$ cat src/rtl/pscnt_pkg.sv
package pscnt_pkg;

    localparam int BUS_W = 32;

    // Register byte offsets decoded by software
    localparam logic [7:0] OFS_PARAM  = 8'h04;
    localparam logic [7:0] OFS_CTRL   = 8'h10;
    localparam logic [7:0] OFS_COUNT  = 8'h14;
    localparam logic [7:0] OFS_MODULO = 8'h18;
    localparam logic [7:0] OFS_STATUS = 8'h1C;
    localparam logic [7:0] OFS_CHCTL  = 8'h20;
    localparam logic [7:0] OFS_CHVAL  = 8'h24;

    localparam logic [3:0] CH_MODE_SWCMP = 4'h4;

    localparam int FLG_OVF = 0;
    localparam int FLG_CH  = 1;
    localparam int NUM_FLG = 2;

    // Timer control register, bit 7 down to bit 0
    typedef struct packed {
        logic       flag;
        logic       ie;
        logic [1:0] rsvd;
        logic       run;
        logic [2:0] shift;
    } tmr_ctl_t;

    // Channel control register, bit 7 down to bit 0
    typedef struct packed {
        logic       flag;
        logic       ie;
        logic [3:0] mode;
        logic [1:0] rsvd;
    } ch_ctl_t;

    function automatic logic [BUS_W-1:0] low_ones(input int width);
        logic [BUS_W-1:0] m;
        m = '0;
        for (int i = 0; i < BUS_W; i++) begin
            if (i < width) m[i] = 1'b1;
        end
        return m;
    endfunction

endpackage

$ cat src/rtl/pscnt_prescaler.sv
module pscnt_prescaler #(
    parameter int SHIFT_W = 3
) (
    input  logic               clk,
    input  logic               rst,
    input  logic               run,
    input  logic [SHIFT_W-1:0] shift,
    output logic               tick
);
    localparam int DIV_W = (1 << SHIFT_W) - 1;

    logic [DIV_W-1:0] div_q;
    logic [DIV_W-1:0] sel_mask;

    always_comb begin
        sel_mask = '0;
        for (int i = 0; i < DIV_W; i++) begin
            if (i < int'(shift)) sel_mask[i] = 1'b1;
        end
    end

    assign tick = run && ((div_q & sel_mask) == sel_mask);

    always_ff @(posedge clk) begin
        if (rst || !run) begin
            div_q <= '0;
        end else begin
            div_q <= div_q + 1'b1;
        end
    end

    AST_NO_BACK_TO_BACK: assert property (@(posedge clk) disable iff (rst)
        (tick && shift != '0) |=> (shift == '0 || !tick));

endmodule

$ cat src/rtl/pscnt_core.sv
module pscnt_core #(
    parameter int CNT_W = 32
) (
    input  logic             clk,
    input  logic             rst,
    input  logic             run,
    input  logic             tick,
    input  logic             load,
    input  logic [CNT_W-1:0] load_val,
    input  logic [CNT_W-1:0] modulo,
    output logic [CNT_W-1:0] count,
    output logic             wrap
);
    logic [CNT_W-1:0] cnt_q;

    assign wrap  = tick && !load && (cnt_q == modulo);
    assign count = cnt_q;

    always_ff @(posedge clk) begin
        if (rst) begin
            cnt_q <= '0;
        end else if (load) begin
            cnt_q <= load_val;
        end else if (tick) begin
            if (cnt_q == modulo) cnt_q <= '0;
            else                 cnt_q <= cnt_q + 1'b1;
        end
    end

    AST_WRAP_TO_ZERO: assert property (@(posedge clk) disable iff (rst)
        (tick && !load && cnt_q == modulo) |=> (cnt_q == '0));
    AST_STEP_BY_ONE: assert property (@(posedge clk) disable iff (rst)
        (tick && !load && cnt_q != modulo) |=> (cnt_q == CNT_W'($past(cnt_q) + 1'b1)));
    AST_HOLD_STOPPED: assert property (@(posedge clk) disable iff (rst)
        (!run && !load) |=> $stable(cnt_q));
    AST_LOAD_WINS: assert property (@(posedge clk) disable iff (rst)
        load |=> (cnt_q == $past(load_val)));

endmodule

$ cat src/rtl/pscnt_match.sv
module pscnt_match #(
    parameter int CNT_W = 32
) (
    input  logic             tick,
    input  logic [3:0]       mode,
    input  logic [CNT_W-1:0] count,
    input  logic [CNT_W-1:0] cmp_val,
    output logic             hit
);
    assign hit = tick && (mode == pscnt_pkg::CH_MODE_SWCMP) && (count == cmp_val);
endmodule

$ cat src/rtl/pscnt_flag.sv
module pscnt_flag (
    input  logic clk,
    input  logic rst,
    input  logic set,
    input  logic clr,
    output logic flag
);
    always_ff @(posedge clk) begin
        if (rst)      flag <= 1'b0;
        else if (set) flag <= 1'b1;
        else if (clr) flag <= 1'b0;
    end

    AST_FLAG_SETS: assert property (@(posedge clk) disable iff (rst)
        set |=> flag);
    AST_FLAG_CLEARS: assert property (@(posedge clk) disable iff (rst)
        (clr && !set) |=> !flag);
    AST_FLAG_HOLDS: assert property (@(posedge clk) disable iff (rst)
        (!clr && !set) |=> $stable(flag));

endmodule

$ cat src/rtl/pscnt_timer.sv
module pscnt_timer
    import pscnt_pkg::*;
#(
    parameter int CNT_W   = 32,
    parameter int ADDR_W  = 8,
    parameter int SHIFT_W = 3
) (
    input  logic              clk,
    input  logic              rst,
    input  logic [ADDR_W-1:0] bus_addr,
    input  logic              bus_we,
    input  logic [BUS_W-1:0]  bus_wdata,
    output logic [BUS_W-1:0]  bus_rdata,
    output logic              irq
);
    localparam logic [CNT_W-1:0] CNT_MAX  = CNT_W'(low_ones(CNT_W));
    localparam logic [7:0]       WIDTH_ID = 8'(CNT_W);

    tmr_ctl_t         ctl_q, ctl_rd;
    ch_ctl_t          ch_q, ch_rd;
    logic [CNT_W-1:0] mod_q, cmp_q, count;
    logic             tick, wrap, hit;
    logic [NUM_FLG-1:0] flg_set, flg_clr, flg_q, flg_ie;

    function automatic logic hits(input logic [ADDR_W-1:0] a, input logic [7:0] ofs);
        return a == ADDR_W'(ofs);
    endfunction

    logic wr_ctl, wr_cnt, wr_mod, wr_ch, wr_val;
    assign wr_ctl = bus_we && hits(bus_addr, OFS_CTRL);
    assign wr_cnt = bus_we && hits(bus_addr, OFS_COUNT);
    assign wr_mod = bus_we && hits(bus_addr, OFS_MODULO);
    assign wr_ch  = bus_we && hits(bus_addr, OFS_CHCTL);
    assign wr_val = bus_we && hits(bus_addr, OFS_CHVAL);

    // Configuration storage
    always_ff @(posedge clk) begin
        if (rst) begin
            ctl_q <= '0;
            ch_q  <= '0;
            mod_q <= CNT_MAX;
            cmp_q <= '0;
        end else begin
            if (wr_ctl) begin
                ctl_q.shift <= bus_wdata[2:0];
                ctl_q.run   <= bus_wdata[3];
                ctl_q.ie    <= bus_wdata[6];
            end
            if (wr_ch) begin
                ch_q.mode <= bus_wdata[5:2];
                ch_q.ie   <= bus_wdata[6];
            end
            if (wr_mod) mod_q <= bus_wdata[CNT_W-1:0];
            if (wr_val) cmp_q <= bus_wdata[CNT_W-1:0];
        end
    end

    pscnt_prescaler #(.SHIFT_W(SHIFT_W)) u_psc (
        .clk   (clk),
        .rst   (rst),
        .run   (ctl_q.run),
        .shift (ctl_q.shift[SHIFT_W-1:0]),
        .tick  (tick)
    );

    pscnt_core #(.CNT_W(CNT_W)) u_core (
        .clk      (clk),
        .rst      (rst),
        .run      (ctl_q.run),
        .tick     (tick),
        .load     (wr_cnt),
        .load_val (bus_wdata[CNT_W-1:0]),
        .modulo   (mod_q),
        .count    (count),
        .wrap     (wrap)
    );

    pscnt_match #(.CNT_W(CNT_W)) u_match (
        .tick    (tick),
        .mode    (ch_q.mode),
        .count   (count),
        .cmp_val (cmp_q),
        .hit     (hit)
    );

    assign flg_set[FLG_OVF] = wrap;
    assign flg_clr[FLG_OVF] = wr_ctl && bus_wdata[7];
    assign flg_ie[FLG_OVF]  = ctl_q.ie;
    assign flg_set[FLG_CH]  = hit;
    assign flg_clr[FLG_CH]  = wr_ch && bus_wdata[7];
    assign flg_ie[FLG_CH]   = ch_q.ie;

    for (genvar g = 0; g < NUM_FLG; g++) begin : g_flag
        pscnt_flag u_flag (
            .clk  (clk),
            .rst  (rst),
            .set  (flg_set[g]),
            .clr  (flg_clr[g]),
            .flag (flg_q[g])
        );
    end

    assign irq = |(flg_q & flg_ie);

    // Read path
    always_comb begin
        ctl_rd       = ctl_q;
        ctl_rd.rsvd  = '0;
        ctl_rd.flag  = flg_q[FLG_OVF];
        ch_rd        = ch_q;
        ch_rd.rsvd   = '0;
        ch_rd.flag   = flg_q[FLG_CH];
        bus_rdata    = '0;
        if      (hits(bus_addr, OFS_PARAM))  bus_rdata[23:16] = WIDTH_ID;
        else if (hits(bus_addr, OFS_CTRL))   bus_rdata[7:0]   = ctl_rd;
        else if (hits(bus_addr, OFS_COUNT))  bus_rdata        = BUS_W'(count);
        else if (hits(bus_addr, OFS_MODULO)) bus_rdata        = BUS_W'(mod_q);
        else if (hits(bus_addr, OFS_STATUS)) begin
            bus_rdata[0] = flg_q[FLG_CH];
            bus_rdata[8] = flg_q[FLG_OVF];
        end
        else if (hits(bus_addr, OFS_CHCTL))  bus_rdata[7:0]   = ch_rd;
        else if (hits(bus_addr, OFS_CHVAL))  bus_rdata        = BUS_W'(cmp_q);
    end

    AST_IRQ_QUIET: assert property (@(posedge clk) disable iff (rst)
        (!ctl_q.ie && !ch_q.ie) |-> !irq);
    AST_NO_CH_OUTSIDE_MODE: assert property (@(posedge clk) disable iff (rst)
        (ch_q.mode != CH_MODE_SWCMP && !flg_q[FLG_CH]) |=> !flg_q[FLG_CH]);

    initial begin
        AST_WIDTH_OK: assert (CNT_W == 16 || CNT_W == 32);
    end

endmodule

$ cat config.mk
export PLATFORM = sky130hd
export DESIGN_NAME = pscnt_timer
export DESIGN_NICKNAME = d
export VERILOG_FILES = /design/src/rtl/pscnt_pkg.sv /design/src/rtl/pscnt_prescaler.sv /design/src/rtl/pscnt_core.sv /design/src/rtl/pscnt_match.sv /design/src/rtl/pscnt_flag.sv /design/src/rtl/pscnt_timer.sv
export SDC_FILE = /design/constraint.sdc
export NUM_CORES = 1
export LEC_CHECK = 0
export BUFFER_PORTS_ARGS = -buffer_cell sky130_fd_sc_hd__buf_2
export CAP_MARGIN = 20
export CORE_AREA = 2 2 109 111
export DETAILED_ROUTE_END_ITERATION = 10
export DIE_AREA = 0 0 111 113
export PLACE_DENSITY = 0.81
export SYNTH_ARGS = -nofsm -noshare
export SYNTH_HDL_FRONTEND = slang
export SYNTH_HIERARCHICAL = 1
export SYNTH_SLANG_ARGS = --single-unit
$ cat constraint.sdc
create_clock -name clk -period 6.6 [get_ports clk]
set_input_delay 0.33 -clock clk [delete_from_list [all_inputs] [get_ports clk]]
set_output_delay 0.33 -clock clk [all_outputs]
set_load 0.005 [all_outputs]
==> After elaboration in Yosys (flattened, before gate mapping) <==
Index checks and enable logic that the tools add are counted.
Widths: inputs -> output; s select.
{ "classes": {"addsub": 2, "order_cmp": 7, "eq_ne": 11, "n_mux": 34, "bitwise": 2, "reduce_logical": 19} }
{ "ops": {"columns": ["op", "count"], "rows": [
  ["$mux 32", 12],
  ["$eq 32x32->1", 2],
  ["$mux 24", 2],
  ["$add 32x1->32 const B", 1],
  ["$eq 8x5->1 const B", 4],
  ["$mux 8", 4],
  ["$mux 23", 1],
  ["$eq 8x6->1 const B", 2],
  ["$mux 16", 1],
  ["$mux 1", 13],
  ["$logic_and 1x1->1", 12],
  ["$lt 3x3->1 const A", 3],
  ["$eq 8x3->1 const B", 1],
  ["$add 7x1->7 const B", 1],
  ["$and 7x7->7", 1],
  ["$eq 7x7->1", 1],
  ["$mux 7", 1],
  ["$lt 1x3->1 const A", 2],
  ["$lt 2x3->1 const A", 2],
  ["$reduce_bool 2->1", 3],
  ["$eq 4x3->1 const B", 1],
  ["$and 2x2->2", 1],
  ["$logic_not 1->1", 2],
  ["$reduce_or 2->1", 1],
  ["$logic_or 1x1->1", 1]
]} }
{ "totals": {"regBits": 115, "in_bits": 43, "output_inout_bits": 33, "word_cells": 86} }

==> Logic depth before layout (Yosys ltp) <==
Gate-level depths: netlist (run 1).
{ "depth": {"depth_word": 14, "mapped_depth": 10, "depth_no_buf": 9} }

==> Hierarchy <==
The synthesis (run 1) kept the hierarchy.
{ "by_module_without_submodules": {"columns": ["module", "instances", "cells_per_inst", "area_each_um2"], "rows": [
  ["pscnt_timer", 1, 479, 3728.6],
  ["pscnt_core", 1, 326, 2622.5],
  ["pscnt_match", 1, 45, 365.4],
  ["pscnt_prescaler", 1, 38, 321.6],
  ["pscnt_flag", 2, 4, 38.8]
]} }

==> Least setup slack after synthesis (run 1) <==
OpenSTA, ideal clock, no wires.
{ "synth_timing": {"path_kind": "input to register", "from": "input port bus_addr[3]", "to": "register u_core.cnt_q[1] (netlist: u_core/count[1])", "setup_ns": 0.071, "arrival_ns": 2.335, "t_required_ns": 6.529, "path_slack_ns": 4.194, "cell_stages": 9, "cell_sequence": "clkbuf_1 > nor4b_2 > clkbuf_1 > and3_1 > clkbuf_1 > clkbuf_8 > clkbuf_1 > a21oi_1 > a21oi_1"} }
{ "synth_via": {"elab_chain_cells": 3, "elab_cells_between_ends": 4} }
{ "synth_rtl": {"columns": ["item", "line_no", "source"], "rows": [
  ["start: declaration", "pscnt_timer.sv:10", "input logic [ADDR_W-1:0] bus_addr,"],
  ["$eq 8x5->1 *", "pscnt_timer.sv:26", "return a == ADDR_W'(ofs);"],
  ["$logic_and 1x1->1 *", "pscnt_timer.sv:31", "assign wr_cnt = bus_we && hits(bus_addr, OFS_COUNT);"],
  ["net wr_cnt", "pscnt_timer.sv:29", "logic wr_ctl, wr_cnt, wr_mod, wr_ch, wr_val;"],
  ["$mux 32 / $reduce_bool 2->1 (equally long branches)", null, null],
  ["end signal: assignment", "pscnt_core.sv:23", "cnt_q <= load_val;"],
  ["end signal: assignment", "pscnt_core.sv:26", "else cnt_q <= cnt_q + 1'b1;"],
  ["end: declaration", "pscnt_core.sv:14", "logic [CNT_W-1:0] cnt_q;"]
]} }
Mark *: on every way through the listed nets, which the timed path passes. The rest lies on a longest branch.
A chain may end at the register's enable or synchronous reset.

==> Worst setup path after layout (run 1) <==
{ "layout_timing": {"from": "input port bus_addr[2]", "to": "register u_core.cnt_q[1] (netlist: u_core/count[1])"} }
Same word-level chain as after synthesis.

==> run_results.csv, run 1 <==
group,metric,value,unit
sta,worstMarginPinSlew,1140,ps
place,gp_congestion,0.972,
layout,nets,980,
job,cap_violations,0,
sta,slew_headroom,23.8,%
cts,cts_tree,"yes",
cts,clk_pin_slew,60,ps
cts,cts_setup_buffers,0,
sta,rsz0062_at_grt,"no",
hold_path,hold_path_class,"in2reg",
worst_setup_path,crit_chain,"buf_2, nor4b_4, and3_2, buf_4, nand2b_1, or3b_2, a21oi_1",
logic_synthesis,ys.flop_type,"dfxtp_1",
sta,finalSetupViolCount,0,
floorplanning,die_h,113,microns
worst_setup_path,cp.buffers_inverters,2,
layout,n_fill_cell,908,
logic_synthesis,syn_area_per_cell,7.94,sq um
cts,ctsResizeCount,0,
sta,fin_crit_sh,50.3,%
logic_synthesis,seq_area_frac_synth,32.4,%
cts,numClockSinks,115,
floorplanning,fp-row-count,39,
cts,clock_tree.buffer_depth,2,
floorplanning,start_util,63.1,%
layout,drive_gt1_share,16.6,%
place,detailed_place_hpwl,15100,microns
logic_synthesis,syn_inst,896,
worst_setup_path,crit_cells,7,
floorplanning,core-area,11300,sq um
worst_setup_path,required,6910,ps
worst_setup_path,r2r_slack,3460,ps
hold_path,hold-path-cell-count,3,
grt,grt_pass1_vias,6612,
floorplanning,dieArea,12500,sq um
logic_synthesis,synth_edf_count,0,
logic_synthesis,ys_warn_count,6,
drt,detail_route.drc_violations,0,
place,placed_area,7430,sq um
drt,wirelength,23400,microns
pwr,vdd_ir_drop_max,0.277,mV
grt,grt_max_degree,111,
drt,drt_pre_antenna_iters,7,
sta,finalClockSkew,11.8,ps
logic_synthesis,syn-num-nets,941,
cts,htree_levels,4,
pwr,p_leak,3.22,nW
sta,slew_viol_final,0,
drt,via_per_inst,6.63,
place,io_buffers,75,
layout,antenna_cells,0,
worst_setup_path,rr_worst_depth,7,
logic_synthesis,netlist_area,7120,sq um
sta,min_period,3320,ps
layout,area_delta_synth_final,14.5,%
worst_setup_path,critical_path.max_stage_delay,980,ps
layout,multi_input_area,4420,sq um
floorplanning,die_w,111,microns
drt,drtIter0Drc,1118,
worst_setup_path,endpoint_kind,"flop",
layout,final_common_cell,"nand2_1",
worst_setup_path,critPathLaunchType,"primary input",
sta,hold_viol,0,
cts,cts-root-buf,"clkbuf_16",
worst_setup_path,cp_max_fo,71,
worst_setup_path,arrival,3630,ps
worst_setup_path,crit_type,"in2reg",
cts,cts_made_buffers,17,
layout,regArea,2300,sq um
drt,via_count,7236,
worst_setup_path,cp_slowest_cell,"nor4b_4",
cts,cts_hold_buf,0,
logic_synthesis,synthArstFlopShare,0,%
run_status,status,"completed",
sta,fmax,301,MHz
worst_setup_path,cpLargestDelayFamily,"simple AND/OR/NAND/NOR gates",
cts,clk_latency,430,ps
grt,grt_use_total,36.9,%
layout,final_core_util,72.3,%
drt,routedWlPerCell,21.4,microns
grt,gr-total-overflow,0,
drt,ant_nets,0,
pwr,cellPowerDensity,226,nW/um^2
logic_synthesis,ys_types,59,
sta,hold-worst-slack,151,ps
grt,grt_pass1_wl,36600,microns
layout,final_cell_mix,"nand2_1, dfxtp_1, a21oi_1",
logic_synthesis,ys_ff_latch,115,
sta,timing.setup.tns,0,ps
grt,grt_antenna_before_repair,0,
floorplanning,ios,76,
layout,final_cell_area,8150,sq um
[logic make-up (layout without fill, tap and decap cells)]
| logic type | Yosys count | in the layout | synth area share, % |
|---|---|---|---|
| flops | 115 | 115 | 32.4 |
| fa+ha+maj | 2 | 2 | 0.352 |
| simple gates | 369 | 369 | 28.3 |
| mux | 13 | 13 | 1.88 |
| xor+xnor | 86 | 86 | 10.6 |
| buf+inv | 89 | 141 | 5.84 |
| compound gates | 222 | 222 | 20.7 |
[worst paths after layout]
path                                  startpoint                to
worst max-delay path                 bus_addr[2]   u_core/count[1]
worst min-delay path               bus_wdata[12]         mod_q[12]
worst max register to register  u_core/count[20]  u_core/count[18]
worst min register to register          ctl_q[6]          ctl_q[6]
[registers in the layout (all words and copies together) (netlist names)]
register and cells:
u_psc/div_q 7, g_flag.u_flag/flag 2, u_core/count 32, ch_q 5, ctl_q 5, mod_q 32, cmp_q 32
[cells in the mapped netlist, types with 2 or more instances]
cell type | count | share of area (%)
nand2b_1 | 9 | 0.79
buf_4 | 3 | 0.32
a211oi_1 | 25 | 2.6
clkbuf_1 | 41 | 2.2
a221oi_2 | 8 | 1.7
a221oi_1 | 28 | 3.4
nor4b_2 | 2 | 0.42
ha_1 | 2 | 0.35
xor2_1 | 81 | 10
mux2_2 | 3 | 0.47
nor3_2 | 2 | 0.28
buf_1 | 6 | 0.32
inv_1 | 20 | 1.1
nand2_1 | 151 | 8.0
and2_1 | 4 | 0.35
nor3_1 | 6 | 0.42
a22oi_1 | 5 | 0.53
nor2_1 | 32 | 1.7
nand3b_1 | 28 | 3.0
nor3b_1 | 25 | 2.6
o22ai_1 | 3 | 0.26
dfxtp_1 | 115 | 32
o21ai_0 | 31 | 2.2
a21oi_2 | 3 | 0.37
nand3_1 | 22 | 1.5
buf_2 | 13 | 0.91
a21oi_1 | 96 | 6.8
a211o_1 | 6 | 0.74
nor4_2 | 2 | 0.35
or3_1 | 31 | 2.7
nand4_1 | 12 | 1.1
nand3_4 | 2 | 0.49
nor4_1 | 17 | 1.5
a22o_1 | 3 | 0.37
clkbuf_8 | 3 | 0.58
xnor2_1 | 5 | 0.62
nor2b_1 | 3 | 0.26
nor4b_1 | 3 | 0.37
mux2i_1 | 10 | 1.4
nand3_2 | 3 | 0.42
and3_1 | 6 | 0.53
a21o_1 | 6 | 0.63
o221a_2 | 4 | 0.63
[tightest hold or removal path, stage by stage]
cell      delay, ps
buf_2           100
nand2_1          50
nand3b_1         70
[stage by stage]
stage	worst slack [ps]	std cells	total power [mW]
3_3_place_gp	2990	1055	0.847
2_1_floorplan	4190	896	0.804
6_report	3280	1091	1.84
5_1_grt	3220	1091	1.89
4_1_cts	2940	1087	1.84
3_5_place_dp	2930	1055	0.848
[final cells by class]
cell class | instances | area share (%)
Tap cell | 143 | 2.20
Inverter | 20 | 0.922
Sequential cell | 115 | 28.3
Clock buffer | 22 | 5.94
Clock inverter | 10 | 1.87
Timing Repair Buffer | 89 | 6.48
Multi-Input combinational cell | 692 | 54.3
[per-layer routing]
layer  track usage [%]  vias to the layer above  wire length [microns]
met5                 0                        -                      0
met4              13.2                        0                    688
met3              9.00                       58                   2690
met2              56.9                      505                  10400
met1              50.8                     3379                   9550
li1                  -                     3294                      -
[power by group]
group | internal [mW] | switching, mW | total (mW)
Sequential | 0.704 | 0.0215 | 0.725
Clock | 0.667 | 0.334 | 1.00
Combinational | 0.0474 | 0.0701 | 0.118
Total | 1.42 | 0.426 | 1.84
Power figures use the tool's default switching activity.
==> run 2, diff against run 1 <==
--- a/config.mk
+++ b/config.mk
@@ -7,10 +7,10 @@
 export LEC_CHECK = 0
 export BUFFER_PORTS_ARGS = -buffer_cell sky130_fd_sc_hd__buf_2
 export CAP_MARGIN = 20
-export CORE_AREA = 2 2 109 111
+export CORE_AREA = 2 2 112 114
 export DETAILED_ROUTE_END_ITERATION = 10
-export DIE_AREA = 0 0 111 113
-export PLACE_DENSITY = 0.81
+export DIE_AREA = 0 0 114 116
+export PLACE_DENSITY = 0.77
 export SYNTH_ARGS = -nofsm -noshare
 export SYNTH_HDL_FRONTEND = slang
 export SYNTH_HIERARCHICAL = 1
==> constraint.sdc (replaced) <==
create_clock -name clk -period 3.1 [get_ports clk]
set_input_delay 0.155 -clock clk [delete_from_list [all_inputs] [get_ports clk]]
set_output_delay 0.155 -clock clk [all_outputs]
set_load 0.005 [all_outputs]
==> run 2 against run 1 <==
The run now ends with negative hold slack left. First-iteration DRC count down 7.4%. Clock skew down 5.7 ps. Setup slack worse by 2800 ps. Sequential power up 110%. Global-route usage down 0.73 points. Final cell count up 3.7%. Count of clock-buffer cells in the layout up 6. Via count up 2.0%. Power up 97%. Combinational power up 130%. Largest cell class unchanged. Highest routed layer unchanged.
==> run_results.csv, run 2 (same netlist as run 1, synthesis figures left out) <==
group,metric,value,unit
cts,cts_tree,"yes",
grt,grt_max_degree,68,
grt,grt_pass1_wl,37000,microns
pwr,vdd_ir_drop_max,0.554,mV
cts,cts_setup_buffers,0,
pwr,cellPowerDensity,433,nW/um^2
cts,numClockSinks,115,
floorplanning,ios,76,
worst_setup_path,cp-endpoint,"u_core/count[28]",
cts,cts_hold_buf,19,
drt,detail_route.drc_violations,0,
worst_setup_path,cp_max_fo,8,
hold_path,hold_path_class,"in2reg",
layout,area_delta_synth_final,17.6,%
pwr,p_int,2.76,mW
floorplanning,die_h,116,microns
floorplanning,fp-row-count,40,
cts,htree_levels,4,
drt,ant_nets,0,
run_status,violations,"negative hold slack",
layout,final_core_util,70.3,%
sta,timing.setup.tns,0,ps
worst_setup_path,r2r-start,"u_core/count[0]",
worst_setup_path,arrival,2920,ps
sta,fin_crit_sh,83.3,%
cts,clock_tree.buffer_depth,2,
layout,regArea,2300,sq um
worst_setup_path,endpoint_kind,"flop",
pwr,seqPwrFrac,42.5,%
layout,drive_gt1_share,17.3,%
pwr,sw_frac_of_total,23.9,%
drt,routedWlPerCell,20.8,microns
grt,grt_use_total,36.2,%
cts,cts_made_buffers,17,
place,io_buffers,75,
sta,fmax,387,MHz
cts,ctsResizeCount,0,
sta,worstMarginPinSlew,983,ps
worst_setup_path,required,3440,ps
layout,nets,1016,
layout,final_cell_mix,"nand2_1, dfxtp_1, a21oi_1",
worst_setup_path,rr_worst_depth,7,
worst_setup_path,crit_type,"reg2reg",
layout,antenna_cells,0,
pwr,power_switching,868,uW
layout,n_fill_cell,979,
layout,stdcell_count,1131,
pwr,total_power,3.63,mW
place,detailed_place_hpwl,15800,microns
worst_setup_path,r2r_end,"u_core/count[28]",
worst_setup_path,r2r_slack,520,ps
pwr,p_leak,3.34,nW
sta,hold-worst-slack,-2.36,ps
place,gp_congestion,0.986,
sta,slew_headroom,34.5,%
drt,via_per_inst,6.52,
cts,clk_pin_slew,50,ps
layout,multi_input_area,4420,sq um
sta,min_period,2580,ps
floorplanning,die_w,114,microns
worst_setup_path,critPathLaunchType,"flop",
sta,finalClockSkew,6.09,ps
cts,cts-root-buf,"clkbuf_16",
worst_setup_path,critPathLaunch,"u_core/count[0]",
grt,grt_antenna_before_repair,0,
job,cap_violations,0,
pwr,power_frac_comb,7.6,%
floorplanning,core-area,11900,sq um
grt,grt_pass1_vias,6831,
place,placed_cells,1080,
sta,finalSetupViolCount,0,
sta,rsz0062_at_grt,"no",
layout,final_common_cell,"nand2_1",
sta,hold_viol,1,
floorplanning,start_util,59.7,%
drt,drtIter0Drc,1035,
run_status,status,"finished, violations left",
pwr,p_clk_share,49.9,%
drt,via_count,7379,
grt,gr-total-overflow,0,
cts,clk_latency,420,ps
drt,drt_pre_antenna_iters,5,
sta,slew_viol_final,0,
drt,wirelength,23600,microns
floorplanning,dieArea,13200,sq um
## run 2: cell types whose count changed in the layout (fill, tap and decap cells not counted), sizes merged
cell and delta:
dlygate4sd3 +19, buf +18, clkinv -1, clkbuf +5, bufinv -4, clkinvlp -1
## run 2: final cells by class
class,instances,share of cell area (%)
repair buffers,125,10.0
flip-flops and latches,115,27.5
well taps,147,2.20
inverters,20,0.897
multi-input cells,692,52.9
clock inverters,4,0.239
clock buffers,28,6.29
## run 2: how the worst min path moves through the flow
stage | from | to | slack, ps | cells after the start
3_5_place_dp | bus_wdata[12] | mod_q[12] | 400 | 3
2_1_floorplan | rst | g_flag[0].u_flag/flag | 220 | 1
3_3_place_gp | bus_wdata[12] | mod_q[12] | 400 | 3
6_report | bus_wdata[22] | mod_q[22] | -2 | 3
4_1_cts | bus_wdata[28] | mod_q[28] | 2 | 3
5_1_grt | bus_wdata[22] | cmp_q[22] | 9 | 3
## run 2: power by group through the flow
stage	Combinational [mW]	Clock, mW	Sequential (mW)
finish	0.275	1.81	1.54
global route	0.291	1.90	1.55
CTS	0.265	1.83	1.54
detailed placement	0.244	0	1.57
global placement	0.243	0	1.57
floorplan	0.154	0	1.56
## run 2: critical path, stage by stage (launching register included)
cell and delay [ps]:
dfxtp_1 520, ha_1 260, nand3_2 170, nor4_2 640, nand4_1 230, xor2_1 200, or3_1 340, a21oi_1 140
## run 2: routing by layer
| metal | track usage [%] | up-vias | routed length (microns) |
|---|---|---|---|
| li1 | - | 3367 | - |
| met1 | 49.2 | 3442 | 9760 |
| met2 | 54.1 | 500 | 10300 |
| met3 | 9.21 | 70 | 2690 |
| met4 | 16.5 | 0 | 847 |
| met5 | 0 | - | 0 |
## run 2: stage by stage
| stage | worst slack (ps) | area [sq um] |
|---|---|---|
| floorplan | 869 | 7120 |
| global placement | 745 | 7630 |
| detailed placement | 704 | 7630 |
| CTS | 617 | 8370 |
| global route | 448 | 8370 |
| finish | 516 | 8370 |
==> run 3, diff against run 2 <==
==> constraint.sdc (replaced) <==
create_clock -name clk -period 2.55 [get_ports clk]
set_input_delay 0.1275 -clock clk [delete_from_list [all_inputs] [get_ports clk]]
set_output_delay 0.1275 -clock clk [all_outputs]
set_load 0.005 [all_outputs]
==> run 3 against run 2 <==
First-iteration DRC count up 19%. Critical path depth is 1 higher. Wire length grew 2.2%. Design area grew 1.8%. Highest routed layer unchanged. Hold slack better by 13 ps. Die area did not move. Non-clock buffer count up 21. The flow now finishes without violations. Sequential share of layout area down 0.48 points. Sequential power rose by 22%. Combinational power up 28%. Via count increased by 1.4%.
==> run_results.csv, run 3 (same netlist as run 1, synthesis figures left out) <==
group,metric,value,unit
run_status,status,"completed",
layout,area_delta_synth_final,19.7,%
grt,grt_pass1_wl,37800,microns
place,detailed_place_hpwl,16400,microns
floorplanning,core-area,11900,sq um
worst_setup_path,critPathLaunch,"u_psc/div_q[2]",
sta,min_period,2390,ps
sta,hold_viol,0,
layout,drive_gt1_share,18.2,%
hold_path,hold_path_class,"in2reg",
place,io_buffers,75,
sta,slew_viol_final,0,
worst_setup_path,rr_worst_depth,8,
pwr,seqPwrFrac,41.7,%
layout,final_common_cell,"nand2_1",
drt,drt_pre_antenna_iters,6,
drt,routedWlPerCell,20.9,microns
floorplanning,ios,76,
sta,finalClockSkew,9.05,ps
floorplanning,fp-row-count,40,
sta,fin_crit_sh,93.7,%
cts,cts_made_buffers,17,
drt,via_count,7483,
grt,grt.met3_usage,9.78,%
pwr,power_frac_comb,7.8,%
worst_setup_path,arrival,2720,ps
pwr,vdd_ir_drop_max,0.540,mV
cts,ctsResizeCount,0,
place,dp_slack,237,ps
layout,final_cell_mix,"nand2_1, dfxtp_1, a21oi_1",
sta,slew_headroom,52.9,%
worst_setup_path,endpoint_kind,"flop",
sta,fmax,419,MHz
cts,clk_latency,420,ps
worst_setup_path,cp-endpoint,"u_core/count[25]",
job,cap_violations,0,
pwr,p_clk_share,50.5,%
cts,clk_pin_slew,50,ps
layout,multi_input_area,4420,sq um
pwr,cellPowerDensity,529,nW/um^2
layout,n_fill_cell,974,
grt,grt_use_total,37.2,%
worst_setup_path,crit_type,"reg2reg",
layout,regArea,2300,sq um
sta,timing.setup.tns,0,ps
place,gp_congestion,0.974,
grt,grt_max_degree,59,
pwr,sw_frac_of_total,24.0,%
floorplanning,die_w,114,microns
worst_setup_path,r2r-start,"u_psc/div_q[2]",
drt,via_per_inst,6.51,
sta,finalSetupViolCount,0,
drt,drtIter0Drc,1232,
grt,grt_use_met2,54.7,%
pwr,power_switching,1.08,mW
drt,detail_route.drc_violations,0,
grt,grt_busiest_layer,"met2",
sta,setup_slack,161,ps
grt,gr-total-overflow,0,
cts,numClockSinks,115,
drt,ant_nets,0,
grt,grt_pass1_vias,7104,
worst_setup_path,critPathLaunchType,"flop",
cts,cts_tree,"yes",
sta,worstMarginPinSlew,701,ps
cts,clock_tree.buffer_depth,2,
cts,htree_levels,4,
worst_setup_path,required,2880,ps
floorplanning,dieArea,13200,sq um
layout,nets,1037,
grt,grt_use_met1,50.3,%
cts,cts-root-buf,"clkbuf_16",
floorplanning,start_util,59.7,%
worst_setup_path,cp_max_fo,12,
worst_setup_path,r2r_end,"u_core/count[25]",
sta,rsz0062_at_grt,"no",
pwr,p_leak,3.44,nW
worst_setup_path,r2r_slack,160,ps
pwr,p_int,3.42,mW
drt,wirelength,24100,microns
layout,antenna_cells,0,
floorplanning,die_h,116,microns
grt,grt_antenna_before_repair,0,
run 3: cell types whose count changed in the layout (fill, tap and decap cells not counted):
cell | previous run | this run
buf_4 | 29 | 45
bufinv_16 | 0 | 1
clkbuf_8 | 6 | 5
buf_12 | 3 | 0
dlygate4sd3_1 | 19 | 27
clkbuf_1 | 5 | 3
run 3: worst min-delay path by stage:
stage / startpoint / to / slack, ps / cells after the start
3_3_place_gp: bus_wdata[12] / mod_q[12] / 370 / 3
4_1_cts: bus_wdata[6] / cmp_q[6] / 1 / 3
5_1_grt: bus_wdata[6] / cmp_q[6] / 30 / 3
6_report: bus_wdata[6] / cmp_q[6] / 10 / 3
3_5_place_dp: bus_wdata[11] / mod_q[11] / 380 / 3
2_1_floorplan: rst / g_flag[0].u_flag/flag / 190 / 1
run 3: through the flow:
| step | utilization (%) | instance area [sq um] | power (mW) | instances | hold WS [ps] |
|---|---|---|---|---|---|
| 2_1_floorplan | - | 7120 | 2.08 | 896 | 190 |
| 3_3_place_gp | 64.6 | 7690 | 2.21 | 1093 | 369 |
| 3_5_place_dp | 64.6 | 7690 | 2.22 | 1093 | 379 |
| 4_1_cts | 71.5 | 8520 | 4.49 | 1150 | 1.32 |
| 5_1_grt | 71.5 | 8520 | 4.62 | 1150 | 26.4 |
| 6_report | 71.5 | 8520 | 4.51 | 1150 | 11.1 |
run 3: final cells by class:
type / count / area share [%]
clock buffers: 25 / 5.93
well taps: 147 / 2.16
multi-input cells: 692 / 51.9
flip-flops and latches: 115 / 27.0
repair buffers: 146 / 11.5
clock inverters: 5 / 0.587
inverters: 20 / 0.881
run 3: worst max-delay path, cell delays in order, from the launching register on:
cell	delay [ps]
dfxtp_1	430
o21ai_1	100
a21o_1	210
a221oi_4	440
inv_1	150
buf_4	210
or3_1	350
a21o_1	190
a221oi_2	210
run 3: what timing repair did:
item                      CTS  global route
setup buffers               0             0
hold buffers               27             0
hold endpoints to repair   53             0
run 3: metal layers:
| metal | up-vias | routed length [microns] |
|---|---|---|
| met2 | 521 | 10300 |
| met1 | 3470 | 9870 |
| met5 | - | 0 |
| met4 | 0 | 1120 |
| met3 | 91 | 2790 |
| li1 | 3401 | - |
run 3: power groups by stage:
| stage | clock network [mW] | registers, mW | logic, mW |
|---|---|---|---|
| 2_1_floorplan | 0 | 1.89 | 0.188 |
| 3_3_place_gp | 0 | 1.91 | 0.300 |
| 3_5_place_dp | 0 | 1.91 | 0.303 |
| 4_1_cts | 2.28 | 1.87 | 0.338 |
| 5_1_grt | 2.37 | 1.88 | 0.370 |
| 6_report | 2.28 | 1.88 | 0.351 |
